File: src/rtl/sha_eng_pkg.sv
package sha_eng_pkg;
  localparam int WORD_W     = 32;
  localparam int BLK_WORDS  = 16;
  localparam int ST_WORDS   = 8;
  localparam int NUM_ROUNDS = 64;
  localparam int RND_W      = $clog2(NUM_ROUNDS);
  localparam int BLK_IDX_W  = $clog2(BLK_WORDS);
  localparam int ST_IDX_W   = $clog2(ST_WORDS);

  typedef logic [WORD_W-1:0] word_t;
  typedef logic [ST_WORDS-1:0][WORD_W-1:0] hstate_t;   // index 0 = a
  typedef logic [BLK_WORDS-1:0][WORD_W-1:0] hblock_t;  // index 0 = W[0]

  typedef enum logic [1:0] {PH_IDLE, PH_RUN, PH_FIN} phase_t;

  localparam word_t CMD_ARM   = 32'h0000_0010;
  localparam word_t CMD_CLEAR = 32'h0000_0000;
  localparam word_t CMD_FIRST = 32'h0000_000A;
  localparam word_t CMD_NEXT  = 32'h0000_000E;

  localparam hstate_t IV_VEC = {
    32'h5be0cd19, 32'h1f83d9ab, 32'h9b05688c, 32'h510e527f,
    32'ha54ff53a, 32'h3c6ef372, 32'hbb67ae85, 32'h6a09e667};

  localparam word_t K_TAB [NUM_ROUNDS] = '{
    32'h428a2f98, 32'h71374491, 32'hb5c0fbcf, 32'he9b5dba5, 32'h3956c25b, 32'h59f111f1, 32'h923f82a4, 32'hab1c5ed5,
    32'hd807aa98, 32'h12835b01, 32'h243185be, 32'h550c7dc3, 32'h72be5d74, 32'h80deb1fe, 32'h9bdc06a7, 32'hc19bf174,
    32'he49b69c1, 32'hefbe4786, 32'h0fc19dc6, 32'h240ca1cc, 32'h2de92c6f, 32'h4a7484aa, 32'h5cb0a9dc, 32'h76f988da,
    32'h983e5152, 32'ha831c66d, 32'hb00327c8, 32'hbf597fc7, 32'hc6e00bf3, 32'hd5a79147, 32'h06ca6351, 32'h14292967,
    32'h27b70a85, 32'h2e1b2138, 32'h4d2c6dfc, 32'h53380d13, 32'h650a7354, 32'h766a0abb, 32'h81c2c92e, 32'h92722c85,
    32'ha2bfe8a1, 32'ha81a664b, 32'hc24b8b70, 32'hc76c51a3, 32'hd192e819, 32'hd6990624, 32'hf40e3585, 32'h106aa070,
    32'h19a4c116, 32'h1e376c08, 32'h2748774c, 32'h34b0bcb5, 32'h391c0cb3, 32'h4ed8aa4a, 32'h5b9cca4f, 32'h682e6ff3,
    32'h748f82ee, 32'h78a5636f, 32'h84c87814, 32'h8cc70208, 32'h90befffa, 32'ha4506ceb, 32'hbef9a3f7, 32'hc67178f2};

  function automatic word_t rotr(word_t x, int n);
    return (x >> n) | (x << (WORD_W - n));
  endfunction

  function automatic word_t big_sig0(word_t x);
    return rotr(x, 2) ^ rotr(x, 13) ^ rotr(x, 22);
  endfunction

  function automatic word_t big_sig1(word_t x);
    return rotr(x, 6) ^ rotr(x, 11) ^ rotr(x, 25);
  endfunction

  function automatic word_t sml_sig0(word_t x);
    return rotr(x, 7) ^ rotr(x, 18) ^ (x >> 3);
  endfunction

  function automatic word_t sml_sig1(word_t x);
    return rotr(x, 17) ^ rotr(x, 19) ^ (x >> 10);
  endfunction
endpackage

File: src/rtl/sha_blk_regs.sv
module sha_blk_regs
  import sha_eng_pkg::*;
(
  input  logic                 clk,
  input  logic                 rst_n,
  input  logic                 wr_i,
  input  logic [BLK_IDX_W-1:0] idx_i,
  input  word_t                data_i,
  input  logic                 busy_i,
  output hblock_t              blk_o
);
  hblock_t blk_q;
  logic    wr_ok;

  assign wr_ok = wr_i && !busy_i;
  assign blk_o = blk_q;

  always_ff @(posedge clk or negedge rst_n) begin
    if (!rst_n) begin
      blk_q <= '0;
    end else if (wr_ok) begin
      for (int i = 0; i < BLK_WORDS; i++) begin
        if (idx_i == BLK_IDX_W'(i)) blk_q[i] <= data_i;
      end
    end
  end

  // block words are frozen while a compression runs
  p_block_hold_r6: assert property (@(posedge clk) disable iff (!rst_n)
    busy_i |=> $stable(blk_q));
endmodule

File: src/rtl/sha_msg_sched.sv
module sha_msg_sched
  import sha_eng_pkg::*;
(
  input  logic    clk,
  input  logic    rst_n,
  input  logic    load_i,
  input  logic    step_i,
  input  hblock_t blk_i,
  output word_t   w_o
);
  hblock_t win_q, win_d;
  logic    win_en;

  assign win_en = load_i || step_i;
  assign w_o    = win_q[0];

  always_comb begin
    win_d = win_q;
    if (load_i) begin
      win_d = blk_i;
    end else if (step_i) begin
      for (int i = 0; i < BLK_WORDS-1; i++) win_d[i] = win_q[i+1];
      win_d[BLK_WORDS-1] = sml_sig1(win_q[14]) + win_q[9] + sml_sig0(win_q[1]) + win_q[0];
    end
  end

  always_ff @(posedge clk or negedge rst_n) begin
    if (!rst_n)      win_q <= '0;
    else if (win_en) win_q <= win_d;
  end
endmodule

File: src/rtl/sha_round_dp.sv
module sha_round_dp
  import sha_eng_pkg::*;
(
  input  hstate_t v_i,
  input  word_t   k_i,
  input  word_t   w_i,
  output hstate_t v_o
);
  word_t t1, t2, ch_v, maj_v;

  always_comb begin
    ch_v  = (v_i[4] & v_i[5]) ^ (~v_i[4] & v_i[6]);
    maj_v = (v_i[0] & v_i[1]) ^ (v_i[0] & v_i[2]) ^ (v_i[1] & v_i[2]);
    t1    = v_i[7] + big_sig1(v_i[4]) + ch_v + k_i + w_i;
    t2    = big_sig0(v_i[0]) + maj_v;
    v_o[0] = t1 + t2;
    v_o[1] = v_i[0];
    v_o[2] = v_i[1];
    v_o[3] = v_i[2];
    v_o[4] = v_i[3] + t1;
    v_o[5] = v_i[4];
    v_o[6] = v_i[5];
    v_o[7] = v_i[6];
  end
endmodule

File: src/rtl/sha256_cmd_engine.sv
module sha256_cmd_engine
  import sha_eng_pkg::*;
#(
  parameter int ADDR_W = 6
) (
  input  logic              clk,
  input  logic              rst_n,
  input  logic              bus_wr,
  input  logic [ADDR_W-1:0] bus_addr,
  input  logic [31:0]       bus_wdata,
  output logic [31:0]       bus_rdata
);
  localparam logic [ADDR_W-1:0] CTRL_IDX = ADDR_W'(0);
  localparam logic [ADDR_W-1:0] BLK_LO   = ADDR_W'(4);
  localparam logic [ADDR_W-1:0] BLK_HI   = ADDR_W'(4 + BLK_WORDS - 1);
  localparam logic [ADDR_W-1:0] ST_LO    = ADDR_W'(24);
  localparam logic [ADDR_W-1:0] ST_HI    = ADDR_W'(24 + ST_WORDS - 1);

  // reset: asserted asynchronously, released on the clock
  logic rst_meta, rst_sync_n;
  always_ff @(posedge clk or negedge rst_n) begin
    if (!rst_n) begin
      rst_meta   <= 1'b0;
      rst_sync_n <= 1'b0;
    end else begin
      rst_meta   <= 1'b1;
      rst_sync_n <= rst_meta;
    end
  end

  phase_t           phase_q, phase_d;
  logic [RND_W-1:0] rnd_q, rnd_d;
  logic             arm_q, arm_d, arm_en;
  hstate_t          st_q, st_d, wv_q, wv_d, rnd_out, sum_w;
  logic             st_en, wv_en, rnd_en;
  hblock_t          blk;
  word_t            w_cur;

  logic busy, ctrl_wr, blk_sel, st_sel, init_fire, go_first, go_next;

  assign busy      = (phase_q != PH_IDLE);
  assign ctrl_wr   = bus_wr && (bus_addr == CTRL_IDX);
  assign blk_sel   = (bus_addr >= BLK_LO) && (bus_addr <= BLK_HI);
  assign st_sel    = (bus_addr >= ST_LO) && (bus_addr <= ST_HI);
  assign init_fire = ctrl_wr && (bus_wdata == CMD_CLEAR) && arm_q;
  assign go_first  = ctrl_wr && (bus_wdata == CMD_FIRST) && !busy;
  assign go_next   = ctrl_wr && (bus_wdata == CMD_NEXT) && !busy;
  assign arm_en    = ctrl_wr;
  assign arm_d     = (bus_wdata == CMD_ARM);

  sha_blk_regs u_blk (
    .clk(clk), .rst_n(rst_sync_n), .wr_i(bus_wr && blk_sel),
    .idx_i(BLK_IDX_W'(bus_addr - BLK_LO)), .data_i(bus_wdata),
    .busy_i(busy), .blk_o(blk));

  sha_msg_sched u_sched (
    .clk(clk), .rst_n(rst_sync_n), .load_i(go_first || go_next),
    .step_i(phase_q == PH_RUN), .blk_i(blk), .w_o(w_cur));

  sha_round_dp u_round (
    .v_i(wv_q), .k_i(K_TAB[rnd_q]), .w_i(w_cur), .v_o(rnd_out));

  for (genvar g = 0; g < ST_WORDS; g++) begin : g_fold
    assign sum_w[g] = st_q[g] + wv_q[g];
  end

  always_comb begin
    phase_d = phase_q;
    rnd_d   = rnd_q;
    st_d    = st_q;
    wv_d    = wv_q;
    st_en   = 1'b0;
    wv_en   = 1'b0;
    rnd_en  = 1'b0;
    case (phase_q)
      PH_IDLE: begin
        if (go_first) begin
          st_d = IV_VEC;  st_en = 1'b1;
          wv_d = IV_VEC;  wv_en = 1'b1;
          rnd_d = '0;     rnd_en = 1'b1;
          phase_d = PH_RUN;
        end else if (go_next) begin
          wv_d = st_q;    wv_en = 1'b1;
          rnd_d = '0;     rnd_en = 1'b1;
          phase_d = PH_RUN;
        end
      end
      PH_RUN: begin
        wv_d = rnd_out;    wv_en = 1'b1;
        rnd_d = rnd_q + 1'b1; rnd_en = 1'b1;
        if (rnd_q == RND_W'(NUM_ROUNDS - 1)) phase_d = PH_FIN;
      end
      default: begin
        st_d = sum_w;   st_en = 1'b1;
        phase_d = PH_IDLE;
      end
    endcase
    if (init_fire) begin
      st_d    = '0;
      st_en   = 1'b1;
      phase_d = PH_IDLE;
    end
  end

  always_ff @(posedge clk or negedge rst_sync_n) begin
    if (!rst_sync_n) begin
      phase_q <= PH_IDLE;
      rnd_q   <= '0;
      arm_q   <= 1'b0;
      st_q    <= '0;
      wv_q    <= '0;
    end else begin
      phase_q <= phase_d;
      if (rnd_en) rnd_q <= rnd_d;
      if (arm_en) arm_q <= arm_d;
      if (st_en)  st_q  <= st_d;
      if (wv_en)  wv_q  <= wv_d;
    end
  end

  always_comb begin
    bus_rdata = '0;
    if (bus_addr == CTRL_IDX) bus_rdata = {31'b0, busy};
    else if (blk_sel)         bus_rdata = blk[BLK_IDX_W'(bus_addr - BLK_LO)];
    else if (st_sel)          bus_rdata = st_q[ST_IDX_W'(bus_addr - ST_LO)];
  end

  // checker: length of each busy period
  logic [RND_W:0] chk_cnt;
  always_ff @(posedge clk or negedge rst_sync_n) begin
    if (!rst_sync_n) chk_cnt <= '0;
    else if (busy)   chk_cnt <= chk_cnt + 1'b1;
    else             chk_cnt <= '0;
  end

  // never longer than 65 busy cycles
  p_busy_max_r5: assert property (@(posedge clk) disable iff (!rst_sync_n)
    busy |-> (chk_cnt <= (RND_W+1)'(NUM_ROUNDS)));
  // a normal end comes only after the full 65 cycles
  p_busy_len_r5: assert property (@(posedge clk) disable iff (!rst_sync_n)
    ($fell(busy) && !$past(init_fire)) |-> ($past(chk_cnt) == (RND_W+1)'(NUM_ROUNDS)));
  // first-block start seeds the initial hash
  p_start_iv_r3: assert property (@(posedge clk) disable iff (!rst_sync_n)
    go_first |=> (st_q == IV_VEC));
  // clear sequence zeroes the state and ends busy
  p_init_zero_r7: assert property (@(posedge clk) disable iff (!rst_sync_n)
    init_fire |=> ((st_q == '0) && !busy));
  // state changes only on a start, a finalise or a clear
  p_state_hold_r8: assert property (@(posedge clk) disable iff (!rst_sync_n)
    ((phase_q != PH_FIN) && !go_first && !init_fire) |=> $stable(st_q));
endmodule

File: config.mk
export PLATFORM = sky130hd
export DESIGN_NAME = sha256_cmd_engine
export DESIGN_NICKNAME = d
export VERILOG_FILES = /design/src/rtl/sha_eng_pkg.sv /design/src/rtl/sha_blk_regs.sv /design/src/rtl/sha_msg_sched.sv /design/src/rtl/sha_round_dp.sv /design/src/rtl/sha256_cmd_engine.sv
export SDC_FILE = /design/constraint.sdc
export NUM_CORES = 2
export LEC_CHECK = 0
export BUFFER_PORTS_ARGS = -buffer_cell sky130_fd_sc_hd__buf_4
export CAP_MARGIN = 0
export CELL_PAD_IN_SITES_DETAIL_PLACEMENT = 0
export CELL_PAD_IN_SITES_GLOBAL_PLACEMENT = 2
export CORE_ASPECT_RATIO = 1.5
export CORE_MARGIN = 2
export CORE_UTILIZATION = 44
export CTS_BUF_LIST = sky130_fd_sc_hd__clkbuf_4 sky130_fd_sc_hd__clkbuf_8
export DETAILED_ROUTE_END_ITERATION = 10
export PLACE_DENSITY_LB_ADDON = 0.3
export SYNTH_ARGS = -nofsm -noshare
export SYNTH_HDL_FRONTEND = slang
export SYNTH_SLANG_ARGS = --single-unit
File: constraint.sdc
create_clock -name clk -period 67.1 [get_ports clk]
set_input_delay 13.42 -clock clk [delete_from_list [all_inputs] [get_ports clk]]
set_output_delay 13.42 -clock clk [all_outputs]
set_load 0.01 [all_outputs]
# --- Word level (Yosys, flattened, before mapping) ---
# Memory sizes are Yosys's and may differ from the RTL's.
# Index checks and enable logic that the tools add are counted.
word_totals:
  regBits: 1547
  latch_bits: 0
  mem_bits_rw: 0
  rom_bits: 2048
  out_inout_bits: 32
  n_memories: 1
memory_table:
  columns: ["name", "depth", "word_bits", "rd", "rd_clocked_by_memory_dff", "wr", "line", "source"]
  rows:
  - ["(no name shown)", 64, 32, 1, 0, 0, "sha256_cmd_engine.sv:61", ".v_i(wv_q), .k_i(K_TAB[rnd_q]), .w_i(w_cur), .v_o(rnd_out));"]
classes:
  addsub: 21
  mul: 0
  div_mod_pow: 0
  magnitude_cmp: 7
  n_eq_ne: 25
  n_shift: 0
  mux: 31
  bitwise: 28
  reduce_logical: 41
ops:
  columns: ["cell", "count"]
  rows:
  - ["$mux W256", 4]
  - ["$mux W512", 2]
  - ["$pmux W256 S2", 2]
  - ["$add A32 B32 Y32", 18]
  - ["$xor A32 B32 Y32", 9]
  - ["$mux W32", 7]
  - ["$and A32 B32 Y32", 5]
  - ["$bmux W32 S4", 1]
  - ["$bmux W32 S3", 1]
  - ["$eq A32 B4 Y1 const B", 2]
  - ["$reduce_and A2 Y1", 18]
  - ["$eq A32 B5 Y1 const B", 1]
  - ["$eq A4 B4 Y1 const B", 8]
  - ["$logic_not A32 Y1", 1]
  - ["$not A32 Y32", 1]
  - ["$or A10 B32 Y32", 1]
  - ["$or A13 B32 Y32", 1]
  - ["$or A14 B32 Y32", 1]
  - ["$or A15 B32 Y32", 1]
  - ["$or A19 B32 Y32", 1]
  - ["$or A21 B32 Y32", 1]
  - ["$or A25 B32 Y32", 1]
  - ["$or A26 B32 Y32", 1]
  - ["$or A30 B32 Y32", 1]
  - ["35 further kinds", 64]

# --- Longest topological paths before layout ---
logic_depth:
  depth_word: 9
  depth_mapped: 35
  ltp_nobuf: 33

# --- By module ---
# Synthesis repeated with hierarchy kept, for this count alone.
unflattened:
  hier_cells: 10227
  hier_area_um2: 100983.1
modules_own_cells:
  columns: ["mod", "n_inst", "cells_each", "area_each_um2"]
  rows:
  - ["sha256_cmd_engine", 1, 4825, 42373.1]
  - ["sha_msg_sched", 1, 2863, 27949.3]
  - ["sha_blk_regs", 1, 1132, 19272.2]
  - ["sha_round_dp", 1, 1407, 11388.4]

# --- Worst setup path before layout ---
# Ideal clock, no wire load.
synth_timing:
  path_kind: "input to output"
  startpoint: "input port bus_addr[2]"
  endpoint: "output port bus_rdata[23]"
  arrival_time_ps: 16344
  required_ps: 53680
  setup_slack_ps: 37336
  path_stages: 14
  n_path_buf: 5
  path_cell_list: "clkbuf_1 -> inv_2 -> buf_1 -> ha_1 -> clkbuf_1 -> a311oi_1 -> a311o_1 -> clkinv_1 -> or4_1 -> clkbuf_1 -> clkbuf_1 -> nor2_1 -> a21oi_1 -> a31oi_1"
synth_between:
  elab_chain_cells: 6
synth_rtl:
  columns: ["element", "line", "source"]
  rows:
  - ["from (decl)", "sha256_cmd_engine.sv:9", "input logic [ADDR_W-1:0] bus_addr,"]
  - ["branches (longest 5 deep; another with $sub A4 B3 Y4)", null, null]
  - ["$mux W32 *", "sha256_cmd_engine.sv:123", "if (bus_addr == CTRL_IDX) bus_rdata = {31'b0, busy};"]
  - ["to (decl)", "sha256_cmd_engine.sv:11", "output logic [31:0] bus_rdata"]
# Mark *: on every way between the ends. The select of a mux whose other input is x is not followed.

# --- Worst setup path after layout ---
layout_timing:
  startpoint: "input port bus_addr[2]"
  endpoint: "output port bus_rdata[0]"
# Same word-level chain as after synthesis.

==> results.sh <==
export IMPL_worst_ep_arrival_time_ns=17.68
export IMPL_critPathMaxFanout=22
export IMPL_drtPass1Iterations=6
export IMPL_cts_buffer_depth=4
export IMPL_critPathMaxStageDelay_ns=0.74
export IMPL_seq_area_mm2=0.0387
export IMPL_dr_wl_met3_um=26000
export IMPL_cts_repair_resized=0
export IMPL_grt_max_degree=186
export IMPL_cts_tree="built"
export IMPL_total_power_mw=2.13
export IMPL_wl_met1_um=149000
export IMPL_synth_area_leader_cell="dfrtp_1"
export IMPL_fmax_mhz=32.1
export IMPL_path_class="in -> out"
export IMPL_start_util_pct=44.1
export IMPL_area_growth_pct=8.58
export IMPL_avgSynthCellArea_um2=9.96
export IMPL_clock_sinks=1547
export IMPL_gp_congestion=0.989
export IMPL_num_vias=82800
export IMPL_finalCritPeriodShare_pct=46.4
export IMPL_path_delay_family="buffers and inverters"
export IMPL_worst_path_buf_inv=6
export IMPL_yosysSeqAreaShare_pct=39.2
export IMPL_finalWorstSetupSlack_ns=36.00
export IMPL_start_kind="input port"
export IMPL_fin_setup_tns_ns=0
export IMPL_final_antenna_net_count=0
export IMPL_multiInputGateArea_mm2=0.0560
export IMPL_finClkSkew_ns=0.0646
export IMPL_relSlewSlack_pct=9.60
export IMPL_drc=0
export IMPL_cp_startpoint="bus_addr[2]"
export IMPL_routed_wl_um=417000
export IMPL_hpwl_um=290000
export IMPL_drt_iter0_drc=7937
export IMPL_ff2ff_path_depth=31
export IMPL_ys_seq_elements=1547
export IMPL_synth_xor_area_share_pct=5.16
export IMPL_yosys_area_top_type_share_pct=39.2
export IMPL_outcome="finished clean"
export IMPL_wl_per_cell_um=32.8
export IMPL_synth_top_family_by_area="compound AO/OA/AOI/OAI gates"
export IMPL_synth_cells=9923
export IMPL_cap_violations=0
export IMPL_r2r_start="rnd_q[0]"
export IMPL_numCtsBuffers=272
export IMPL_vdd_drop_max_mv=0.0161
export IMPL_final_area_mm2=0.107
export IMPL_synthMuxAreaShare_pct=11.9
export IMPL_antenna_found_initial=26
export IMPL_worst_pin_slew_ns=1.34
export IMPL_finalNetCount=10300
export IMPL_synth_area_leaders="dfrtp_1 (39%), a22oi_1 (6.8%), mux2_2 (6.2%)"
export IMPL_yosys_area_share_simple_pct=8.54
export IMPL_yosys_top_cells_count="dfrtp_1 (1547), o21ai_0 (941), a22oi_1 (890), clkbuf_1 (728), nand2_1 (646)"
export IMPL_vias_per_cell=6.51
export IMPL_required_ns=53.68
export IMPL_pin_count=73
export IMPL_synthAdderAreaFrac_pct=9.28
export IMPL_timing_rr_end="wv_q[31]"
export IMPL_die_height_um=584
export IMPL_met2WireLength_um=204000
export IMPL_grt_pass1_vias=82800
export IMPL_clkSlewWorstSetupHoldPaths_ns=0.07
export IMPL_ys_flop_type="dfrtp_1"
export IMPL_rrSetupSlack_ns=56.30
export IMPL_post_route_min_period_ns=31.10
export IMPL_highest_layer="met5"
export IMPL_cts_setup_buffers=0
export IMPL_hold_buffers=0
export IMPL_ys_types=91
export IMPL_power_density_mw_per_mm2=19.9
export IMPL_place_area_mm2=0.102
export IMPL_synth_warnings=0
export IMPL_leakage_nw=46.6
export IMPL_core_area_mm2=0.224
export IMPL_path_common_cell="buf_4"
export IMPL_yosys_cell_count_top_type="dfrtp_1"
export IMPL_num_rows=213
export IMPL_synth_compound_area_share_pct=21.6
export IMPL_synth_edf_count=0
export IMPL_hold_violations=0
export IMPL_overflow=0
export IMPL_cp_cell_sequence="buf_4 > inv_2 > buf_4 > ha_1 > a311oi_1 > a311o_1 > clkinv_1 > or4_1 > buf_4 > a21oi_1 > a21oi_1 > a21oi_1 > buf_4"
export IMPL_drive_gt1_share_pct=16.1
export IMPL_finalSetupViolCount=0
export IMPL_async_flop_share_pct=100
export IMPL_syn_num_nets=10600
export IMPL_maxSlewViolCount=0
export IMPL_hp_class="reg -> async"
export IMPL_grt_usage_pct=36.0
export IMPL_hold_ws_ns=0.304
export IMPL_rsz0062_at_grt="no"
export IMPL_die_w_um=391
export IMPL_syn_area_mm2=0.0988
export IMPL_grt_pass1_wl_um=597000
export IMPL_crit_end="bus_rdata[0]"
export IMPL_cp_slowest_cell="a21oi_1"
export IMPL_insertion_delay_ns=0.97
export IMPL_dp_slack_ns=36.08
export IMPL_nFillCells=21000
export IMPL_htree_levels=5
export IMPL_port_buffers=72
export IMPL_cts_root_buf="clkbuf_8"
export IMPL_cp_num_cells=13
export IMPL_critPathCaptureType="output port"
export IMPL_die_area_mm2=0.228
-- worst min path at each step --
| stage | start | to | slack (ns) | cells past startpoint |
|---|---|---|---|---|
| after floorplan | rst_meta | rst_sync_n | 0.33 | 0 |
| after global placement | rst_sync_n | st_q[61] | 0.33 | 0 |
| after detailed placement | rst_sync_n | st_q[61] | 0.33 | 0 |
| after CTS | rst_sync_n | st_q[61] | 0.34 | 0 |
| after global routing | rst_sync_n | st_q[61] | 0.35 | 0 |
| final | rst_sync_n | st_q[60] | 0.30 | 0 |
-- cell families (layout without fill, tap and decap cells) --
family,Yosys count,in the layout
other,1,5
adder cells (fa/ha/maj),619,619
buffers and inverters,1150,1030
flip-flops,1547,1547
multiplexers,821,821
AND/OR/NAND/NOR,1882,1882
AO/OA/AOI/OAI,3324,3324
XOR/XNOR,579,579
-- per-stage QoR --
step | instances | utilization, %
after floorplan | 9923 | -
after CTS | 12700 | 47.9
after global placement | 12200 | 45.4
after detailed placement | 12200 | 45.4
after global routing | 12700 | 47.9
final | 12700 | 47.9
-- flip-flops by register name (all words and copies together), names as in the netlist --
signal         cells
u_blk.blk_o      512
u_sched.win_q    480
st_q             256
wv_q             256
u_sched.w_o       32
rnd_q              6
phase_q            2
arm_q              1
rst_meta           1
rst_sync_n         1
-- where the power goes --
group / total [mW] / switching (mW) / internal (mW)
Clock: 0.951 / 0.433 / 0.518
Combinational: 0.157 / 0.0825 / 0.0745
Sequential: 1.03 / 0.0467 / 0.981
-- per-layer routing --
| metal | vias up | track usage (%) |
|---|---|---|
| li1 | 35900 | - |
| met1 | 42400 | 40.5 |
| met2 | 3420 | 60.7 |
| met3 | 1086 | 6.18 |
| met4 | 26 | 27.9 |
| met5 | - | 0 |
-- cells in the final DEF, fill, tap and decap left out, types with 18 or more instances in the layout --
cell type  count
a21o_1       181
mux2i_1       49
and2_1        24
inv_1        318
maj3_1        21
buf_4        230
a22oi_1      890
fa_1         197
dfrtp_1     1540
or2_2         18
xnor2_1      383
xor2_1       193
clkbuf_4      70
a31oi_1      141
o22ai_1       39
clkinv_2      36
a211oi_1     101
clkbuf_8     336
mux2_2       545
nand4_1       22
nor3_1       184
or3_1         40
o22a_1        19
a21oi_1      556
nand2b_1      63
nor2_1       546
nand2_1      628
and3_1        93
o21ai_0      936
o31ai_1      108
mux4_2       227
nand3_1      134
o211ai_1      58
ha_1         400
a221oi_1      24
o21a_1        49
nor2b_1       39
o21bai_1      45
-- final cells by class --
cell class,count,area share [%]
inverter,323,1.13
antenna,4,0.00933
sequential,1547,36.1
tap,2902,3.38
clock buffer,406,4.80
clock inverter,55,0.462
multi-input combinational,7226,52.2
timing repair buffer,246,1.89
Power figures use the tool's default switching activity.
